--- src/rtl/exc_pkg.sv ---
package exc_pkg;
  localparam int XLEN    = 32;
  localparam int NUM_EXC = 8;
  localparam int IDX_W   = $clog2(NUM_EXC);

  typedef enum logic [IDX_W-1:0] {
    EX_IFETCH = 3'd0,
    EX_PROG   = 3'd1,
    EX_SYSC   = 3'd2,
    EX_FPU    = 3'd3,
    EX_DATA   = 3'd4,
    EX_ALIGN  = 3'd5,
    EX_EXT    = 3'd6,
    EX_DEC    = 3'd7
  } exc_e;

  localparam logic [XLEN-1:0] STAT_KEEP  = 32'h87C0_FFFF;
  localparam logic [XLEN-1:0] STAT_FETCH = 32'h4000_0000;
  localparam logic [XLEN-1:0] STAT_TRAP  = 32'h0004_0000;
  localparam logic [XLEN-1:0] MSR_CLEAR  = 32'h0004_EF36;
  localparam logic [XLEN-1:0] VEC_BASE   = 32'h8000_0000;
  localparam int EE_POS  = 15;
  localparam int ILE_POS = 16;
  localparam int LE_POS  = 0;

  // Indices that are masked by the external-enable bit
  localparam logic [NUM_EXC-1:0] ASYNC_MASK = 8'b1100_0000;

  function automatic logic [XLEN-1:0] vec_offset(exc_e c);
    case (c)
      EX_IFETCH: return 32'h0400;
      EX_PROG:   return 32'h0700;
      EX_SYSC:   return 32'h0C00;
      EX_FPU:    return 32'h0800;
      EX_DATA:   return 32'h0300;
      EX_ALIGN:  return 32'h0600;
      EX_EXT:    return 32'h0500;
      default:   return 32'h0900;
    endcase
  endfunction

  function automatic logic saves_next(exc_e c);
    return (c == EX_IFETCH) || (c == EX_SYSC) || (c == EX_EXT) || (c == EX_DEC);
  endfunction

  function automatic logic [XLEN-1:0] stat_extra(exc_e c);
    case (c)
      EX_IFETCH: return STAT_FETCH;
      EX_PROG:   return STAT_TRAP;
      default:   return '0;
    endcase
  endfunction
endpackage

--- src/rtl/exc_pending.sv ---
module exc_pending
  import exc_pkg::*;
#(
  parameter int N = NUM_EXC,
  parameter logic [N-1:0] AMASK = ASYNC_MASK
) (
  input  logic                 clk,
  input  logic                 rst,
  input  logic [N-1:0]         req_set,
  input  logic                 async_en,
  output logic                 take_valid,
  output logic [$clog2(N)-1:0] take_idx,
  output logic [N-1:0]         take_vec
);
  localparam int W = $clog2(N);

  logic [N-1:0] pend;
  logic [N-1:0] elig;

  assign elig = pend & (async_en ? {N{1'b1}} : ~AMASK);

  // lowest index wins: scan from top, last hit overrides
  always_comb begin
    take_idx = '0;
    for (int i = N - 1; i >= 0; i--) begin
      if (elig[i]) take_idx = W'(i);
    end
  end

  assign take_valid = |elig;

  genvar g;
  generate
    for (g = 0; g < N; g++) begin : g_vec
      assign take_vec[g] = take_valid && (take_idx == W'(g));
    end
  endgenerate

  always_ff @(posedge clk) begin
    if (rst) pend <= '0;
    else     pend <= (pend & ~take_vec) | req_set;
  end

  // bits not taken remain pending
  p_lower_kept_r2: assert property (@(posedge clk) disable iff (rst)
    take_valid |=> ((pend & $past(pend & ~take_vec)) == $past(pend & ~take_vec)));

  // taken bit clears unless re-requested in that same cycle
  p_clear_or_reset_r8: assert property (@(posedge clk) disable iff (rst)
    take_valid |=> ((pend & $past(take_vec)) == ($past(req_set) & $past(take_vec))));

  // masked interrupts never selected
  p_async_gate_r7: assert property (@(posedge clk) disable iff (rst)
    !async_en |-> ((take_vec & AMASK) == '0));

  // nothing of higher priority was eligible
  p_priority_r1: assert property (@(posedge clk) disable iff (rst)
    take_valid |-> ((elig & (take_vec - 1'b1)) == '0));
endmodule

--- src/rtl/exc_state_calc.sv ---
module exc_state_calc
  import exc_pkg::*;
(
  input  exc_e            cause,
  input  logic [XLEN-1:0] msr_cur,
  output logic [XLEN-1:0] msr_next,
  output logic [XLEN-1:0] stat
);
  logic [XLEN-1:0] le_merged;

  always_comb begin
    le_merged         = msr_cur;
    le_merged[LE_POS] = msr_cur[LE_POS] | msr_cur[ILE_POS];
    msr_next          = le_merged & ~MSR_CLEAR;
    stat              = (msr_cur & STAT_KEEP) | stat_extra(cause);
  end
endmodule

--- src/rtl/exc_target_calc.sv ---
module exc_target_calc
  import exc_pkg::*;
(
  input  exc_e            cause,
  input  logic [XLEN-1:0] pc_cur,
  input  logic [XLEN-1:0] pc_nxt,
  output logic [XLEN-1:0] pc_save,
  output logic [XLEN-1:0] vector
);
  assign pc_save = saves_next(cause) ? pc_nxt : pc_cur;
  assign vector  = VEC_BASE | vec_offset(cause);
endmodule

--- src/rtl/exc_entry_seq.sv ---
module exc_entry_seq
  import exc_pkg::*;
(
  input  logic                clk,
  input  logic                rst,
  input  logic [NUM_EXC-1:0]  req_set,
  input  logic [XLEN-1:0]     cur_pc,
  input  logic [XLEN-1:0]     nxt_pc,
  input  logic [XLEN-1:0]     msr_in,
  output logic                taken,
  output logic [XLEN-1:0]     msr_out,
  output logic [XLEN-1:0]     save_pc,
  output logic [XLEN-1:0]     save_stat,
  output logic [XLEN-1:0]     redirect_pc
);
  logic               tv;
  logic [IDX_W-1:0]   tidx;
  logic [NUM_EXC-1:0] tvec;
  exc_e               cause;
  logic [XLEN-1:0]    msr_n, stat_n, psave_n, vec_n;

  exc_pending #(.N(NUM_EXC), .AMASK(ASYNC_MASK)) u_pend (
    .clk(clk), .rst(rst), .req_set(req_set), .async_en(msr_in[EE_POS]),
    .take_valid(tv), .take_idx(tidx), .take_vec(tvec)
  );

  assign cause = exc_e'(tidx);

  exc_state_calc u_state (
    .cause(cause), .msr_cur(msr_in), .msr_next(msr_n), .stat(stat_n)
  );

  exc_target_calc u_tgt (
    .cause(cause), .pc_cur(cur_pc), .pc_nxt(nxt_pc),
    .pc_save(psave_n), .vector(vec_n)
  );

  always_ff @(posedge clk) begin
    if (rst) begin
      taken       <= 1'b0;
      msr_out     <= '0;
      save_pc     <= '0;
      save_stat   <= '0;
      redirect_pc <= '0;
    end else begin
      taken <= tv;
      if (tv) begin
        msr_out     <= msr_n;
        save_pc     <= psave_n;
        save_stat   <= stat_n;
        redirect_pc <= vec_n;
      end
    end
  end

  // cleared bits are zero after entry
  p_msr_cleared_r4: assert property (@(posedge clk) disable iff (rst)
    taken |-> ((msr_out & MSR_CLEAR) == '0));

  // only kept bits plus the two cause flags may appear
  p_stat_bits_r3: assert property (@(posedge clk) disable iff (rst)
    taken |-> ((save_stat & ~(STAT_KEEP | STAT_FETCH | STAT_TRAP)) == '0));

  // handler address lies in the vector page on a 256-byte slot
  p_vector_page_r5: assert property (@(posedge clk) disable iff (rst)
    taken |-> (redirect_pc[31:12] == 20'h80000 && redirect_pc[7:0] == 8'h00));

  // interrupt vectors only entered with external enable set
  p_ee_gate_r7: assert property (@(posedge clk) disable iff (rst)
    (taken && (redirect_pc == 32'h8000_0500 || redirect_pc == 32'h8000_0900))
      |-> $past(msr_in[EE_POS]));

  // results hold when nothing is entered
  p_hold_r10: assert property (@(posedge clk) disable iff (rst)
    (!taken && !$past(rst)) |-> ($stable(redirect_pc) && $stable(save_pc)));
endmodule

--- config.mk ---
export PLATFORM = sky130hd
export DESIGN_NAME = exc_entry_seq
export DESIGN_NICKNAME = d
export VERILOG_FILES = /design/src/rtl/exc_pkg.sv /design/src/rtl/exc_pending.sv /design/src/rtl/exc_state_calc.sv /design/src/rtl/exc_target_calc.sv /design/src/rtl/exc_entry_seq.sv
export SDC_FILE = /design/constraint.sdc
export NUM_CORES = 1
export LEC_CHECK = 0
export BUFFER_PORTS_ARGS = -buffer_cell sky130_fd_sc_hd__buf_2
export CORE_ASPECT_RATIO = 1.75
export CORE_UTILIZATION = 38
export DETAILED_ROUTE_END_ITERATION = 12
export PLACE_DENSITY = 0.74
export SYNTH_ARGS = -nofsm -noshare
export SYNTH_HDL_FRONTEND = slang
export SYNTH_SLANG_ARGS = --single-unit
--- constraint.sdc ---
create_clock -name clk -period 1.8 [get_ports clk]
set_clock_uncertainty 0.15 [all_clocks]
set_input_delay 0.09 -clock clk [delete_from_list [all_inputs] [get_ports clk]]
set_output_delay 0.09 -clock clk [all_outputs]
set_load 0.05 [all_outputs]
# ---- Word level (Yosys, flattened, before mapping)
# Cells that the tools add are included.
dict set report word_totals {
  register_bits 125
  latch_bits 0
  ramBits 0
  mem_bits_ro 0
  in_bits 106
  memories 0
}
dict set report op_classes {
  n_addsub 0
  mul 0
  div_mod_pow 0
  n_lt_le_gt_ge 0
  eq_ne 7
  shifts 0
  mux 12
  n_bitwise 6
  reduce_logical 13
}
# operator n
set op_table {}
lappend op_table {{case mux 12 bit (7 select lines)} 1}
lappend op_table {{case mux 31 bit (2 select lines)} 1}
lappend op_table {{two-way mux 32 bit} 1}
lappend op_table {{bitwise OR 32 bit} 1}
lappend op_table {{two-way mux 3 bit} 8}
lappend op_table {{AND 8 bit} 2}
lappend op_table {{equality test 3 bit (second input constant)} 4}
lappend op_table {{logical AND 1 bit} 8}
lappend op_table {{two-way mux 8 bit} 1}
lappend op_table {{inverter 8 bit} 1}
lappend op_table {{bitwise OR 8 bit} 1}
lappend op_table {{OR reduction 8 bit} 1}
lappend op_table {{equality test 3 x 2 -> 1 bit (second input constant)} 2}
lappend op_table {{equality test 3 x 1 -> 1 bit (second input constant)} 1}
lappend op_table {{zero test 3 bit} 1}
lappend op_table {{logical OR 1 bit} 3}
lappend op_table {{bitwise OR 1 bit} 1}

# ---- Longest topological paths before layout
dict set report logic_depth {
  word_depth 15
  mapped_depth 7
  ltp_nobuf 5
}

# ---- Hierarchy
# From an unflattened synthesis, not the netlist that was laid out.
dict set report hier_totals {
  hier_cells 609
  hier_area_um2 6254.7
}
# module n_inst cells_per_inst area_per_inst_um2
set by_module_without_submodules {}
lappend by_module_without_submodules {exc_entry_seq 1 415 4667.0}
lappend by_module_without_submodules {exc_target_calc 1 74 669.4}
lappend by_module_without_submodules {exc_state_calc 1 65 490.5}
lappend by_module_without_submodules {exc_pending 1 55 427.9}

# ---- Worst setup path after synthesis
# No wires, ideal clock.
dict set report synth_path {
  path_type {flip-flop to flip-flop}
  startpoint {reg u_pend.pend[6]}
  endpoint {reg save_pc[10]}
  arrival_time_ps 1654
  required_ps 1564
  path_slack_ps -89
  stages_incl_launch_ff 7
  n_path_buf 1
  synth_period_minus_slack_ps 1889
  path_cell_list {dfxtp_1 -> and4bb_1 -> o31ai_1 -> a221oi_4 -> buf_6 -> mux2i_1 -> a211oi_1}
}
dict set report synth_between {
  elab_chain_len 13
  elab_cells_between_ends 17
}
# element line_no
set synth_rtl {}
lappend synth_rtl {{from (decl)} exc_pending.sv:17} ;# logic [N-1:0] pend;
lappend synth_rtl {{from (signal assigned)} exc_pending.sv:41} ;# else pend <= (pend & ~take_vec) | req_set;
lappend synth_rtl {{AND 8 bit *} exc_pending.sv:20} ;# assign elig = pend & (async_en ? {N{1'b1}} : ~AMASK);
lappend synth_rtl {{two-way mux 3 bit (7 in series)} exc_pending.sv:26} ;# if (elig[i]) take_idx = W'(i);
lappend synth_rtl {{equality test 3 x 2 -> 1 bit or zero test 3 bit (tied branches)} exc_pkg.sv:43} ;# return (c == EX_IFETCH) || (c == EX_SYSC) || (c == EX_EXT) || (c == EX_DEC);
lappend synth_rtl {{logical OR 1 bit (3 in series)} exc_pkg.sv:43}
lappend synth_rtl {{two-way mux 32 bit} exc_target_calc.sv:10} ;# assign pc_save = saves_next(cause) ? pc_nxt : pc_cur;
lappend synth_rtl {{to (signal assigned)} exc_entry_seq.sv:49} ;# save_pc <= psave_n;
lappend synth_rtl {{to (decl)} exc_entry_seq.sv:12} ;# output logic [XLEN-1:0] save_pc,
# Mark *: on every way between the ends. The rest lies on a longest branch, timed or not.
# A chain may end at the register's enable or synchronous reset.

# ---- Final worst setup path
dict set report layout_path {
  startpoint {reg u_pend.pend[6]}
  endpoint {reg save_pc[14]}
}
# The elaborated chain is that of the path after synthesis.

==> summary.md <==
CTS
• CTS tree: built
• clk sinks: 80
• Clock Root Buffer: clkbuf_16
• Worst-Skew Late Latency: 320 ps
• maximum count of clock buffers along a single path: 2
• number of buffers added by the clock tree synthesis step: 9
• Clock H-tree levels: 3
• clock slew at the register clock pins of the worst setup and hold paths: 60 ps

Layout
• net count reported at finish: 812
• share of post-route cells with drive strength above 1: 35.1%
• cell area after layout: 6090 sq um
• multi-input logic area: 1710 sq um
• Inserted Diodes: 0
• Storage cell area: 1610 sq um
• Area growth, synth to finish: 70.0%
• final-layout fill cell count: 670
• final non-filler cell total: 829

Pwr
• maximum ir drop on the vdd rail: 0.000612 V
• total power after layout: 6.03 mW
• power density of the placed cells: 990 nW/um^2
• leakage power: 3.00 nW

Global route
• total congestion overflow: 0
• global-route usage over all layers: 21.4%
• number of antenna violations at the first check in global routing: 0
• maximum number of pins on one net before global-route repair: 47
• vias in the first global route: 3571
• global-route wire length before repair: 16.1 mm

Floorplan
• chip width: 75.4 um
• total die area: 9830 sq um
• standard-cell rows: 46
• die span in y: 130 um
• core area: 9090 sq um
• IO Pins: 235
• initial core utilization: 39.4%

Route
• number of design-rule violations left by the first detailed-router iteration: 161
• routed vias: 3894
• drt total wl: 11.6 mm
• number of design rule violations left after detail routing: 0
• DRT Pass-1 Iters: 4
• mean routed wirelength per cell: 14.1 um
• average vias per placed instance: 4.70
• Detail Route Antenna Nets: 0

Setup path
• critical path startpoint category: flop
• required time of the critical path: 1880 ps
• sort of element at the end of the critical path: flop
• data arrival time of the worst path: 2120 ps
• worst setup path class: reg -> reg
• largest driver fanout on the critical path: 13

Logic synthesis
• Synth Area in XOR/XNOR: 0%
• most common library cells after synthesis: 80 x dfxtp_1, 68 x nand2_1, 57 x buf_4, 47 x nor2_1, 41 x a21oi_1
• post-synthesis cell area: 3580 sq um
• sequential area share after synthesis: 44.7%
• async set-or-reset flop fraction in the synthesized netlist: 0%
• largest cells by area after synthesis: dfxtp_1 45%, buf_4 12%, mux2i_1 8.9%, a211oi_1 7.3%, nand2_1 7.1%
• area fraction in and, or, nand and nor cells after synthesis: 14.0%
• most repeated cell in the gate-level netlist after synthesis: dfxtp_1
• adder and majority gate portion of the synthesized area: 0%
• number of warnings issued by yosys: 0
• main combinational cell family by area after synthesis: compound AO/OA/AOI/OAI gates
• proportion of netlist area held by the largest area contributor: 44.7%
• Compound-Gate Fraction of Synth Area: 16.5%
• Unique masters post-synth: 30
• cell accounting for the most synthesized area: dfxtp_1
• average instance area after synthesis: 8.59 sq um
• synthesized flop and latch total: 80
• post-synthesis cell count: 417
• predominant post-synthesis flop cell: dfxtp_1
• multiplexer share of the synthesized area: 8.94%
• number of enable-type register cells in the synthesized netlist: 0

Placement
• post-placement worst setup slack: -196 ps
• final RePlAce weighted congestion: 0.890
• number of placed cells counting well taps: 708
• count of buffers inserted at the top-level ports: 186
• placed instance area: 4530 sq um
• dpl hpwl: 6.63 mm

Timing
• Fin Setup TNS: -6130 ps
• number of hold violations in the final report: 0
• Finish-stage setup viols: 32
• Final period util: 113%
• Fmax achieved: 490 MHz
• unrepaired setup endpoints after global routing: true
• Relative slew margins: 59.7%
• final critical delay including setup and external delays: 2040 ps
• final number of max-transition violations: 0
• Tightest Pin Transition: 604 ps
• setup slack of the critical path after layout: -242 ps

Job
• total of max-cap violations: 0

Outcome
• result of the run: complete, but fails checks
• violated checks: negative setup slack

Worst hold path
• Hold/Removal Path Class: in -> reg

-- registers in the layout, indices dropped and copies added, names as in the netlist --
register and count:
u_pend.pend 8, taken 1, save_pc 32, save_stat 15, msr_out 19, redirect_pc 5
-- cell usage in the layout, fill, tap and decap left out, types with 2 or more instances in the layout --
cell and instances:
nor2_2 3, mux2i_1 27, clkbuf_16 11, dlygate4sd3_1 103, a21oi_1 40, dfxtp_1 78
a211oi_2 5, a211oi_1 29, nor3_1 4, nor2_1 45, o21ai_0 5, buf_4 16
clkbuf_8 2, buf_2 186, mux2i_4 3, a2111oi_0 2, nand2_1 68, inv_1 4
bufinv_16 3, buf_12 5, mux2i_2 2, conb_1 47, buf_6 3
-- where the power goes --
part / total, mW / switching [mW] / internal, mW
clock: 2.07 / 0.652 / 1.41
sequential: 2.03 / 0.0967 / 1.93
combinational: 1.93 / 1.27 / 0.662
total: 6.03 / 2.02 / 4.01
-- metal layers --
layer  global-route usage (%)  share of wire (%)
met1                     21.2                 36
met2                     39.7                 54
met3                     5.90                7.1
met4                     10.3                2.8
met5                        0                  0
-- worst max-delay path, stage by stage (launching register included) --
cell and delay, ps:
dfxtp_4 360, and4bb_1 310, o31ai_4 80, a221oi_4 330, buf_4 170, clkbuf_16 180, mux2i_1 80, a211oi_1 270
-- per-stage QoR --
step	hold WS (ps)	utilization, %
6_report	42.7	67.0
5_1_grt	79.4	67.0
4_1_cts	23.4	65.1
3_5_place_dp	157	49.8
3_3_place_gp	148	49.8
2_1_floorplan	57.3	-
-- layout make-up --
type | instances | area share, %
clock inverter | 3 | 1.48
clock buffer | 11 | 4.15
sequential | 80 | 26.4
multi-input combinational | 296 | 28.1
timing repair buffer | 315 | 37.2
tap | 120 | 2.47
inverter | 4 | 0.247
-- timing repair --
| item | in CTS | in global routing |
|---|---|---|
| pin swaps | 2 | 11 |
| endpoints found under the setup margin | 32 | 33 |
| hold endpoints to repair | 72 | 0 |
| cloned | 0 | 2 |
| hold buffers | 103 | 0 |
| buffers inserted | 0 | 2 |
| resized for setup | 4 | 20 |
-- cells by family (layout without fill, tap and decap cells) --
logic type | Yosys count | after routing
AND/OR/NAND/NOR | 126 | 126
AO/OA/AOI/OAI | 91 | 91
buffers and inverters | 87 | 333
flip-flops | 80 | 80
multiplexers | 32 | 32
other | 1 | 47
-- final timing paths --
kind,to,slack (ps),from,depth (start not counted)
max,save_pc[14],-240,u_pend.pend[6],7
min,redirect_pc[11],40,msr_in[15],4
max reg2reg,save_pc[14],-240,u_pend.pend[6],7
min reg2reg,save_stat[9],300,save_stat[9],2
Power figures use the tool's default switching activity.
